==> src/rtl/pw_pkg.sv <==
package pw_pkg;
  typedef enum logic [1:0] {
    ST_IDLE,
    ST_RD_DIR,
    ST_RD_TBL,
    ST_DONE
  } walk_st_e;
endpackage

==> src/rtl/pw_ctx.sv <==
module pw_ctx #(
  parameter int ADDR_W = 32,
  parameter int HI_W   = 20
) (
  input  logic              clk,
  input  logic              rst_n,
  input  logic              take,
  input  logic [ADDR_W-1:0] va_i,
  input  logic [HI_W-1:0]   base_i,
  input  logic              lp_i,
  input  logic              ext_i,
  output logic [ADDR_W-1:0] va_q,
  output logic [HI_W-1:0]   base_q,
  output logic              lp_q,
  output logic              ext_q
);
  // Snapshot of everything a walk depends on, taken with the request.
  always_ff @(posedge clk) begin
    if (!rst_n) begin
      va_q   <= '0;
      base_q <= '0;
      lp_q   <= 1'b0;
      ext_q  <= 1'b0;
    end else if (take) begin
      va_q   <= va_i;
      base_q <= base_i;
      lp_q   <= lp_i;
      ext_q  <= ext_i;
    end
  end
endmodule

==> src/rtl/pw_addr.sv <==
module pw_addr #(
  parameter int ADDR_W = 32,
  parameter int IDX_W  = 10,
  parameter int PG_W   = 12
) (
  input  logic                    use_tbl,
  input  logic [ADDR_W-PG_W-1:0]  base_hi,
  input  logic [ADDR_W-PG_W-1:0]  va_hi,
  input  logic [ADDR_W-PG_W-1:0]  pde_hi,
  output logic [ADDR_W-1:0]       addr
);
  localparam int ENT_B = PG_W - IDX_W;
  localparam int HI_W  = ADDR_W - PG_W;

  logic [ADDR_W-1:0] dir_addr;
  logic [ADDR_W-1:0] tbl_addr;

  // Directory index is the top slice of the VA, table index the next one.
  assign dir_addr = {base_hi, va_hi[HI_W-1 -: IDX_W], {ENT_B{1'b0}}};
  assign tbl_addr = {pde_hi, va_hi[IDX_W-1:0], {ENT_B{1'b0}}};
  assign addr     = use_tbl ? tbl_addr : dir_addr;
endmodule

==> src/rtl/pw_dec.sv <==
module pw_dec #(
  parameter int ADDR_W  = 32,
  parameter int PA_W    = 36,
  parameter int IDX_W   = 10,
  parameter int PG_W    = 12,
  parameter int EXT_LSB = 13,
  parameter int PS_BIT  = 7,
  parameter int P_BIT   = 0
) (
  input  logic [ADDR_W-1:0]       ent,
  input  logic [PG_W+IDX_W-1:0]   va_lo,
  input  logic                    lp,
  input  logic                    ext,
  input  logic                    is_tbl,
  output logic                    present,
  output logic                    is_large,
  output logic [PA_W-1:0]         pa
);
  localparam int LG_OFF = PG_W + IDX_W;
  localparam int EXT_W  = PA_W - ADDR_W;

  logic [PA_W-1:0] pa_big;
  logic [PA_W-1:0] pa_small;

  assign present  = ent[P_BIT];
  // Size bit only matters for a directory entry when large pages are on.
  assign is_large = !is_tbl && lp && ent[PS_BIT];

  generate
    if (EXT_W > 0) begin : g_ext
      logic [EXT_W-1:0] hi_bits;
      assign hi_bits  = ext ? ent[EXT_LSB +: EXT_W] : '0;
      assign pa_big   = {hi_bits, ent[ADDR_W-1:LG_OFF], va_lo};
      assign pa_small = {{EXT_W{1'b0}}, ent[ADDR_W-1:PG_W], va_lo[PG_W-1:0]};
    end else begin : g_noext
      logic unused_ext;
      assign unused_ext = ext;
      assign pa_big     = {ent[ADDR_W-1:LG_OFF], va_lo};
      assign pa_small   = {ent[ADDR_W-1:PG_W], va_lo[PG_W-1:0]};
    end
  endgenerate

  assign pa = is_large ? pa_big : pa_small;

  logic unused_ent;
  assign unused_ent = ^ent;
endmodule

==> src/rtl/pw_fsm.sv <==
module pw_fsm
  import pw_pkg::*;
(
  input  logic     clk,
  input  logic     rst_n,
  input  logic     req_valid,
  input  logic     mem_req_ready,
  input  logic     mem_rsp_valid,
  input  logic     res_ready,
  input  logic     present,
  input  logic     is_large,
  output walk_st_e state,
  output logic     req_ready,
  output logic     mem_req_valid,
  output logic     dir_load,
  output logic     finish
);
  logic     issued;
  logic     rsp_take;
  walk_st_e nxt;

  assign req_ready     = (state == ST_IDLE);
  assign mem_req_valid = ((state == ST_RD_DIR) || (state == ST_RD_TBL)) && !issued;
  assign rsp_take      = issued && mem_rsp_valid;
  assign dir_load      = rsp_take && (state == ST_RD_DIR);
  assign finish        = rsp_take && ((state == ST_RD_TBL) || !present || is_large);

  always_comb begin
    nxt = state;
    case (state)
      ST_IDLE:   if (req_valid) nxt = ST_RD_DIR;
      ST_RD_DIR: if (rsp_take) nxt = (!present || is_large) ? ST_DONE : ST_RD_TBL;
      ST_RD_TBL: if (rsp_take) nxt = ST_DONE;
      ST_DONE:   if (res_ready) nxt = ST_IDLE;
      default:   nxt = ST_IDLE;
    endcase
  end

  always_ff @(posedge clk) begin
    if (!rst_n) begin
      state  <= ST_IDLE;
      issued <= 1'b0;
    end else begin
      state <= nxt;
      if (mem_req_valid && mem_req_ready) issued <= 1'b1;
      else if (rsp_take)                  issued <= 1'b0;
    end
  end

  // an unaccepted read stays offered in the same phase
  assert_req_hold_R8: assert property (@(posedge clk) disable iff (!rst_n)
    (mem_req_valid && !mem_req_ready) |=> (mem_req_valid && $stable(state)));

  // a strobe with no read outstanding leaves the walk phase alone
  assert_stray_ignored_R8: assert property (@(posedge clk) disable iff (!rst_n)
    (mem_rsp_valid && !issued && (state != ST_IDLE) && (state != ST_DONE)) |=>
      ((state == ST_RD_DIR) || (state == ST_RD_TBL)));
endmodule

==> src/rtl/pg_walker.sv <==
module pg_walker
  import pw_pkg::*;
#(
  parameter int ADDR_W  = 32,
  parameter int PA_W    = 36,
  parameter int IDX_W   = 10,
  parameter int PG_W    = 12,
  parameter int EXT_LSB = 13,
  parameter int PS_BIT  = 7,
  parameter int P_BIT   = 0
) (
  input  logic              clk,
  input  logic              rst_n,
  input  logic              req_valid,
  output logic              req_ready,
  input  logic [ADDR_W-1:0] req_va,
  input  logic [ADDR_W-1:0] dir_base,
  input  logic              big_pg_en,
  input  logic              wide_pa_en,
  output logic              mem_req_valid,
  input  logic              mem_req_ready,
  output logic [ADDR_W-1:0] mem_req_addr,
  input  logic              mem_rsp_valid,
  input  logic [ADDR_W-1:0] mem_rsp_data,
  output logic              res_valid,
  input  logic              res_ready,
  output logic [PA_W-1:0]   res_pa,
  output logic              res_large,
  output logic              res_fault
);
  localparam int HI_W   = ADDR_W - PG_W;
  localparam int LG_OFF = PG_W + IDX_W;
  localparam int EXT_W  = PA_W - ADDR_W;

  walk_st_e          state;
  logic              take;
  logic [ADDR_W-1:0] va_q;
  logic [HI_W-1:0]   base_q;
  logic              lp_q;
  logic              ext_q;
  logic [HI_W-1:0]   pde_hi_q;
  logic              dir_load;
  logic              finish;
  logic              present;
  logic              is_large;
  logic [PA_W-1:0]   pa;

  assign take = req_valid && req_ready;

  pw_ctx #(.ADDR_W(ADDR_W), .HI_W(HI_W)) u_ctx (
    .clk    (clk),
    .rst_n  (rst_n),
    .take   (take),
    .va_i   (req_va),
    .base_i (dir_base[ADDR_W-1:PG_W]),
    .lp_i   (big_pg_en),
    .ext_i  (wide_pa_en),
    .va_q   (va_q),
    .base_q (base_q),
    .lp_q   (lp_q),
    .ext_q  (ext_q)
  );

  pw_fsm u_fsm (
    .clk           (clk),
    .rst_n         (rst_n),
    .req_valid     (req_valid),
    .mem_req_ready (mem_req_ready),
    .mem_rsp_valid (mem_rsp_valid),
    .res_ready     (res_ready),
    .present       (present),
    .is_large      (is_large),
    .state         (state),
    .req_ready     (req_ready),
    .mem_req_valid (mem_req_valid),
    .dir_load      (dir_load),
    .finish        (finish)
  );

  always_ff @(posedge clk) begin
    if (!rst_n) pde_hi_q <= '0;
    else if (dir_load) pde_hi_q <= mem_rsp_data[ADDR_W-1:PG_W];
  end

  pw_addr #(.ADDR_W(ADDR_W), .IDX_W(IDX_W), .PG_W(PG_W)) u_addr (
    .use_tbl (state == ST_RD_TBL),
    .base_hi (base_q),
    .va_hi   (va_q[ADDR_W-1:PG_W]),
    .pde_hi  (pde_hi_q),
    .addr    (mem_req_addr)
  );

  pw_dec #(
    .ADDR_W(ADDR_W), .PA_W(PA_W), .IDX_W(IDX_W), .PG_W(PG_W),
    .EXT_LSB(EXT_LSB), .PS_BIT(PS_BIT), .P_BIT(P_BIT)
  ) u_dec (
    .ent      (mem_rsp_data),
    .va_lo    (va_q[LG_OFF-1:0]),
    .lp       (lp_q),
    .ext      (ext_q),
    .is_tbl   (state == ST_RD_TBL),
    .present  (present),
    .is_large (is_large),
    .pa       (pa)
  );

  always_ff @(posedge clk) begin
    if (!rst_n) begin
      res_pa    <= '0;
      res_large <= 1'b0;
      res_fault <= 1'b0;
    end else if (finish) begin
      res_pa    <= present ? pa : '0;
      res_large <= present && is_large;
      res_fault <= !present;
    end
  end

  assign res_valid = (state == ST_DONE);

  logic unused_base_lo;
  assign unused_base_lo = ^dir_base[PG_W-1:0];

  // one walk at a time
  assert_single_walk_R1: assert property (@(posedge clk) disable iff (!rst_n)
    take |=> !req_ready);

  assert_no_read_with_result_R1: assert property (@(posedge clk) disable iff (!rst_n)
    res_valid |-> (!mem_req_valid && !req_ready));

  // a large page keeps the low 22 VA bits
  assert_large_offset_R3: assert property (@(posedge clk) disable iff (!rst_n)
    (res_valid && res_large) |-> (!res_fault && (res_pa[LG_OFF-1:0] == va_q[LG_OFF-1:0])));

  // a large result only when the feature was on at acceptance
  assert_large_gated_R5: assert property (@(posedge clk) disable iff (!rst_n)
    (res_valid && res_large) |-> lp_q);

  // a fault carries no translation
  assert_fault_clean_R7: assert property (@(posedge clk) disable iff (!rst_n)
    (res_valid && res_fault) |-> ((res_pa == '0) && !res_large));

  // offered address holds until taken
  assert_addr_hold_R8: assert property (@(posedge clk) disable iff (!rst_n)
    (mem_req_valid && !mem_req_ready) |=> $stable(mem_req_addr));

  // result holds under back-pressure
  assert_res_hold_R9: assert property (@(posedge clk) disable iff (!rst_n)
    (res_valid && !res_ready) |=>
      (res_valid && $stable(res_pa) && $stable(res_large) && $stable(res_fault)));

  generate
    if (EXT_W > 0) begin : g_chk_ext
      // upper frame bits stay zero unless widened large page
      assert_narrow_frame_R4: assert property (@(posedge clk) disable iff (!rst_n)
        (res_valid && (!ext_q || !res_large)) |-> (res_pa[PA_W-1:ADDR_W] == '0));
    end
  endgenerate
endmodule

==> config.mk <==
export PLATFORM = sky130hd
export DESIGN_NAME = pg_walker
export DESIGN_NICKNAME = d
export VERILOG_FILES = /design/src/rtl/pw_pkg.sv /design/src/rtl/pw_ctx.sv /design/src/rtl/pw_addr.sv /design/src/rtl/pw_dec.sv /design/src/rtl/pw_fsm.sv /design/src/rtl/pg_walker.sv
export SDC_FILE = /design/constraint.sdc
export NUM_CORES = 1
export LEC_CHECK = 0
export CORE_MARGIN = 2
export CORE_UTILIZATION = 48
export DETAILED_ROUTE_END_ITERATION = 12
export HOLD_SLACK_MARGIN = 0.1
export PLACE_DENSITY = 0.83
export SETUP_SLACK_MARGIN = 0.1
export SLEW_MARGIN = 20
export SYNTH_ARGS = -nofsm -noshare
export SYNTH_HDL_FRONTEND = slang
export SYNTH_SLANG_ARGS = --single-unit
==> constraint.sdc <==
create_clock -name clk -period 3.65 [get_ports clk]
set_clock_uncertainty 0.2 [all_clocks]
set_input_delay 0.5475 -clock clk [delete_from_list [all_inputs] [get_ports clk]]
set_output_delay 0.5475 -clock clk [all_outputs]
set_load 0.01 [all_outputs]
==> results_tabular.tex <==
\begin{tabular}{lr}
\hline
Metric & Value \\
\hline
\multicolumn{2}{l}{\textbf{STA}} \\
\quad Achievable clock frequency & between 300 and 400 MHz \\
\quad Slew headroom & 0.4446 \\
\quad Setup violators final & 0 \\
\quad Worst-Margin Slew & about 0.83 ns \\
\quad Setup repair after global routing missed its margin & false \\
\quad Setup WS post-layout & between 0.4 and 0.5 ns \\
\quad Number of endpoints with negative hold slack in the final report & 0 \\
\quad Number of slew-limit violations in the final report & 0 \\
\quad Accumulated negative setup slack & 0 ns \\
\quad Final worst path period share & 0.8799 \\
\quad Post-layout minimum cycle time & about 3.2 ns \\
\multicolumn{2}{l}{\textbf{Die}} \\
\quad Total die area & 10,860 um2 \\
\quad Rows & 36 \\
\quad Die span in y & between 100 and 150 um \\
\quad I/O pin cnt & between 150 and 200 \\
\quad Std-Cell Core Area & approximately 9800 um2 \\
\quad Width of the die & around 100 um \\
\quad Initial standard-cell utilization of the core & 0.4932 \\
\multicolumn{2}{l}{\textbf{Run status}} \\
\quad Run status & finished clean \\
\multicolumn{2}{l}{\textbf{Worst setup path}} \\
\quad Critical path class & reg -> out \\
\quad Type of element capturing the critical path & output port \\
\quad Chain of cells forming the critical path & inv\_1 > ha\_1 > buf\_4 > mux2\_2 > clkdlybuf4s50\_1 \\
\quad Slowest CP cell & sky130\_fd\_sc\_hd\_\_clkdlybuf4s50\_1 \\
\quad Worst R2R Path Depth & 7 \\
\quad Worst-path fanout max & 33 \\
\quad Worst EP required & roughly 2.9 ns \\
\quad Startpoint class of the critical path & flop \\
\quad Data arrival at the endpoint of the critical path & 2.46 ns \\
\quad Endpoint of the most critical register-to-register path & res\_pa[15]\$\_SDFFE\_PN0P\_ \\
\quad Critical R2R Launch & u\_fsm.state[0]\$\_SDFFE\_PN0P\_ \\
\quad Reg-to-reg slack, setup & 0.84 ns \\
\quad Delay contributed by the slowest stage of the critical path & 0.50 ns \\
\multicolumn{2}{l}{\textbf{Synthesis}} \\
\quad Area fraction in and, or, nand and nor cells after synthesis & 0.1949 \\
\quad Synth warnings & 0 \\
\quad Syn avg cell area & 8.702 um2 \\
\quad Count leader, synth & sky130\_fd\_sc\_hd\_\_nand2\_1 \\
\quad Library cells used by synthesis & 33 \\
\quad Synth cell count leaders & sky130\_fd\_sc\_hd\_\_nand2\_1 (173), sky130\_fd\_sc\_hd\_\_dfxtp\_1 (115), sky130\_fd\_sc\_hd\_\_a21boi\_0 (95), sky130\_fd\_sc\_hd\_\_nand3\_1 (34) \\
\quad Gate count after technology mapping & 554 \\
\quad Async S/R FF share, synth & 0 \\
\quad Most used DFF post-synth & sky130\_fd\_sc\_hd\_\_dfxtp\_1 \\
\quad Leading area contributor after synthesis & sky130\_fd\_sc\_hd\_\_dfxtp\_1 \\
\quad Fraction of synthesized area in multiplexers & 0.09291 \\
\quad Seq cells post-synth & between 100 and 150 \\
\quad Post-Synth XOR/XNOR Area & 0 \\
\quad Portion of the post-synthesis area used by sequential elements & 0.4775 \\
\quad Post-Synthesis Cell Area & between 4000 and 5000 um2 \\
\quad Number of flops mapped to enable cells by yosys & 0 \\
\quad Ranking of synthesized cells by area & sky130\_fd\_sc\_hd\_\_dfxtp\_1 (48\%), sky130\_fd\_sc\_hd\_\_a21boi\_0 (15\%), sky130\_fd\_sc\_hd\_\_nand2\_1 (13\%) \\
\quad Fraction of the mapped netlist area in compound gates & 0.1799 \\
\quad Adder-cell area share of the yosys netlist & 0.01298 \\
\quad Largest family of logic cells by synthesized area & simple AND/OR/NAND/NOR gates \\
\quad Proportion of netlist area held by the largest area contributor & 0.4775 \\
\multicolumn{2}{l}{\textbf{Hold path}} \\
\quad Worst hold path depth & 2 \\
\quad Path category of the worst min-delay check & reg -> reg \\
\quad Min-Delay Endpoint & u\_ctx.va\_q[24]\$\_SDFFE\_PN0P\_ \\
\quad Startpoint of the worst hold path & u\_ctx.va\_q[24]\$\_SDFFE\_PN0P\_ \\
\multicolumn{2}{l}{\textbf{Power and ir drop}} \\
\quad Comb power frac & 0.246 \\
\quad Static power due to leakage & roughly 2.6 nW \\
\quad Net load switching power & approximately 1.2 mW \\
\quad Net switching share of the total power & 0.2882 \\
\quad Cell area power density & slightly below 600 nW/um2 \\
\quad Maximum VDD drop & around 0.31 mV \\
\quad Internal Power & between 2 and 3 mW \\
\quad Sequential group share of total power & 0.358 \\
\quad PnR Total Power & between 4 and 5 mW \\
\quad Clock power share & 0.396 \\
\multicolumn{2}{l}{\textbf{Drt}} \\
\quad Total via count in the routed design & between 4k and 5k \\
\quad \# DRC & 0 \\
\quad Number of DRC violations after detailed-routing iteration 0 & between 150 and 200 \\
\quad Vias per inst & approximately 5.2 \\
\quad Average wire per standard cell & approximately 16 um \\
\quad Number of nets with antenna violations after routing & 0 \\
\quad Number of iterations in the first detailed-routing pass & 4 \\
\quad Drt total wl & roughly 13,000 um \\
\multicolumn{2}{l}{\textbf{Clock network}} \\
\quad Number of buffers inserted for hold repair after clock tree synthesis & 0 \\
\quad Master cell of the clock root buffer & sky130\_fd\_sc\_hd\_\_clkbuf\_8 \\
\quad Setup Buffers After CTS & 0 \\
\quad Number of H-tree levels & 4 \\
\quad Deepest clock path buffer count & 2 \\
\quad CTS sink count & 115 \\
\quad Source-to-sink clock delay at the later pin of the worst-skew pair & 0.51 ns \\
\quad Clock buffers created by TritonCTS & 17 \\
\quad CTS clock-pin slew for the worst setup and hold paths & 0.06 ns \\
\quad Post-CTS Resized & 0 \\
\quad TritonCTS clock tree & yes \\
\multicolumn{2}{l}{\textbf{Global routing}} \\
\quad Overall global routing resource usage & 0.2464 \\
\quad GR Overflow Total & 0 \\
\quad Largest net degree at the start of global routing & 61 \\
\quad Vias in the first global route & between 4k and 5k \\
\quad Wire length of the first global-routing pass & around 22,000 um \\
\quad Antenna violations before repair & 0 \\
\multicolumn{2}{l}{\textbf{Cells and area}} \\
\quad Fin area & about 7000 um2 \\
\quad Fraction of layout cells with a size suffix above 1 & 0.1037 \\
\quad Final non-filler cell total & approximately 840 \\
\quad Area grow syn2layout & 44.80\% \\
\quad Antenna diode count & 0 \\
\quad Final-layout fill cell count & 740 \\
\quad Count of nets after finishing & 800 \\
\multicolumn{2}{l}{\textbf{Place}} \\
\quad Routability congestion estimate from global placement & a little under 0.8 \\
\quad Placed wire-length estimate & slightly above 9000 um \\
\quad DP Cell Count & between 800 and 900 \\
\quad Worst slack, placed & 0.8436 ns \\
\quad Total cell area at the placement stage & about 6400 um2 \\
\quad Input/output buffers & approximately 150 \\
\multicolumn{2}{l}{\textbf{Flow run}} \\
\quad Maximum capacitance violations & 0 \\
\hline
\end{tabular}
## power groups by stage
stage | logic [mW] | registers, mW | clock network [mW]
2_1_floorplan | 0.586 | 1.47 | 0
3_3_place_gp | 0.984 | 1.48 | 0
3_5_place_dp | 1.01 | 1.49 | 0
4_1_cts | 1.02 | 1.46 | 1.64
5_1_grt | 1.10 | 1.48 | 1.70
6_report | 1.01 | 1.46 | 1.62
## state kept, by name (all words and copies together) (netlist names)
name,cells
u_fsm.state,2
u_ctx.base_q,20
u_ctx.lp_q,1
res_large,1
res_fault,1
pde_hi_q,20
u_fsm.issued,1
res_pa,36
u_ctx.va_q,32
u_ctx.ext_q,1
## through the flow
stage	hold WS, ns	util
2_1_floorplan	0.2390	-
3_3_place_gp	0.2418	0.6540
3_5_place_dp	0.2533	0.6540
4_1_cts	0.2608	0.7136
5_1_grt	0.2786	0.7142
6_report	0.2576	0.7142
## cells in the final DEF, fill, tap and decap left out, types with 2 or more instances in the layout
cell type | netlist | final
sky130_fd_sc_hd__nand2_1 | 173 | 172
sky130_fd_sc_hd__clkdlybuf4s50_1 | 0 | 151
sky130_fd_sc_hd__dfxtp_1 | 115 | 115
sky130_fd_sc_hd__a21boi_0 | 95 | 95
sky130_fd_sc_hd__nand3_1 | 34 | 34
sky130_fd_sc_hd__mux2_2 | 30 | 30
sky130_fd_sc_hd__clkbuf_16 | 0 | 16
sky130_fd_sc_hd__mux2i_1 | 11 | 11
sky130_fd_sc_hd__o21ai_0 | 10 | 10
sky130_fd_sc_hd__buf_4 | 2 | 8
sky130_fd_sc_hd__nor2b_1 | 7 | 7
sky130_fd_sc_hd__inv_1 | 5 | 5
sky130_fd_sc_hd__ha_1 | 5 | 5
sky130_fd_sc_hd__a22oi_1 | 4 | 4
sky130_fd_sc_hd__clkinvlp_4 | 0 | 4
sky130_fd_sc_hd__clkinv_2 | 0 | 3
sky130_fd_sc_hd__clkinv_4 | 0 | 3
sky130_fd_sc_hd__bufinv_16 | 0 | 3
sky130_fd_sc_hd__a21boi_1 | 2 | 2
sky130_fd_sc_hd__nor2_1 | 2 | 2
sky130_fd_sc_hd__and3_1 | 2 | 2
sky130_fd_sc_hd__conb_1 | 1 | 2
sky130_fd_sc_hd__clkbuf_1 | 30 | 2
## layout make-up
| class | instances | area, um2 | area share |
|---|---|---|---|
| sequential | 115 | 2302 | 0.3298 |
| clock buffer | 19 | 421.7 | 0.06041 |
| multi-input combinational | 392 | 2333 | 0.3343 |
| clock inverter | 13 | 161.4 | 0.02312 |
| inverter | 5 | 18.77 | 0.002689 |
| tap | 133 | 166.4 | 0.02384 |
| timing repair buffer | 160 | 1577 | 0.2258 |
## worst max path at each step
| stage | startpoint | end |
|---|---|---|
| after global placement | u_fsm.state[0]$_SDFFE_PN0P_ | res_pa[13]$_SDFFE_PN0P_ |
| after CTS | u_fsm.state[0]$_SDFFE_PN0P_ | mem_req_addr[25] |
| after detailed placement | u_fsm.state[0]$_SDFFE_PN0P_ | res_pa[15]$_SDFFE_PN0P_ |
| after global routing | u_fsm.state[0]$_SDFFE_PN0P_ | mem_req_addr[8] |
| final | u_fsm.state[0]$_SDFFE_PN0P_ | mem_req_addr[25] |
| after floorplan | u_fsm.state[0]$_SDFFE_PN0P_ | mem_req_addr[10] |
## critical path, delay by kind of cell, from the launching register on
kind | cells | cell delay (ns)
muxes | 1 | 0.40
adders and majority gates | 1 | 0.16
DFF | 1 | 0.35
buffers and inverters | 3 | 1.01
## per-layer routing
metal | routed length, um | GRT usage | vias up | part of all wire
met2 | 6587 | 0.4248 | 148 | 0.50
met1 | 5541 | 0.2895 | 2099 | 0.42
met3 | 913 | 0.07206 | 12 | 0.069
met4 | 170 | 0.09266 | 0 | 0.013
met5 | 0 | 0 | - | 0
li1 | - | - | 2127 | -
## cells by family (layout without fill, tap and decap cells)
logic type | Yosys count | after routing
compound gates | 118 | 118
fa+ha+maj | 5 | 5
buf+inv | 48 | 197
flops | 115 | 115
mux | 41 | 41
other cells | 1 | 2
simple gates | 226 | 226
No activity file was read; power rests on OpenSTA's default activity.
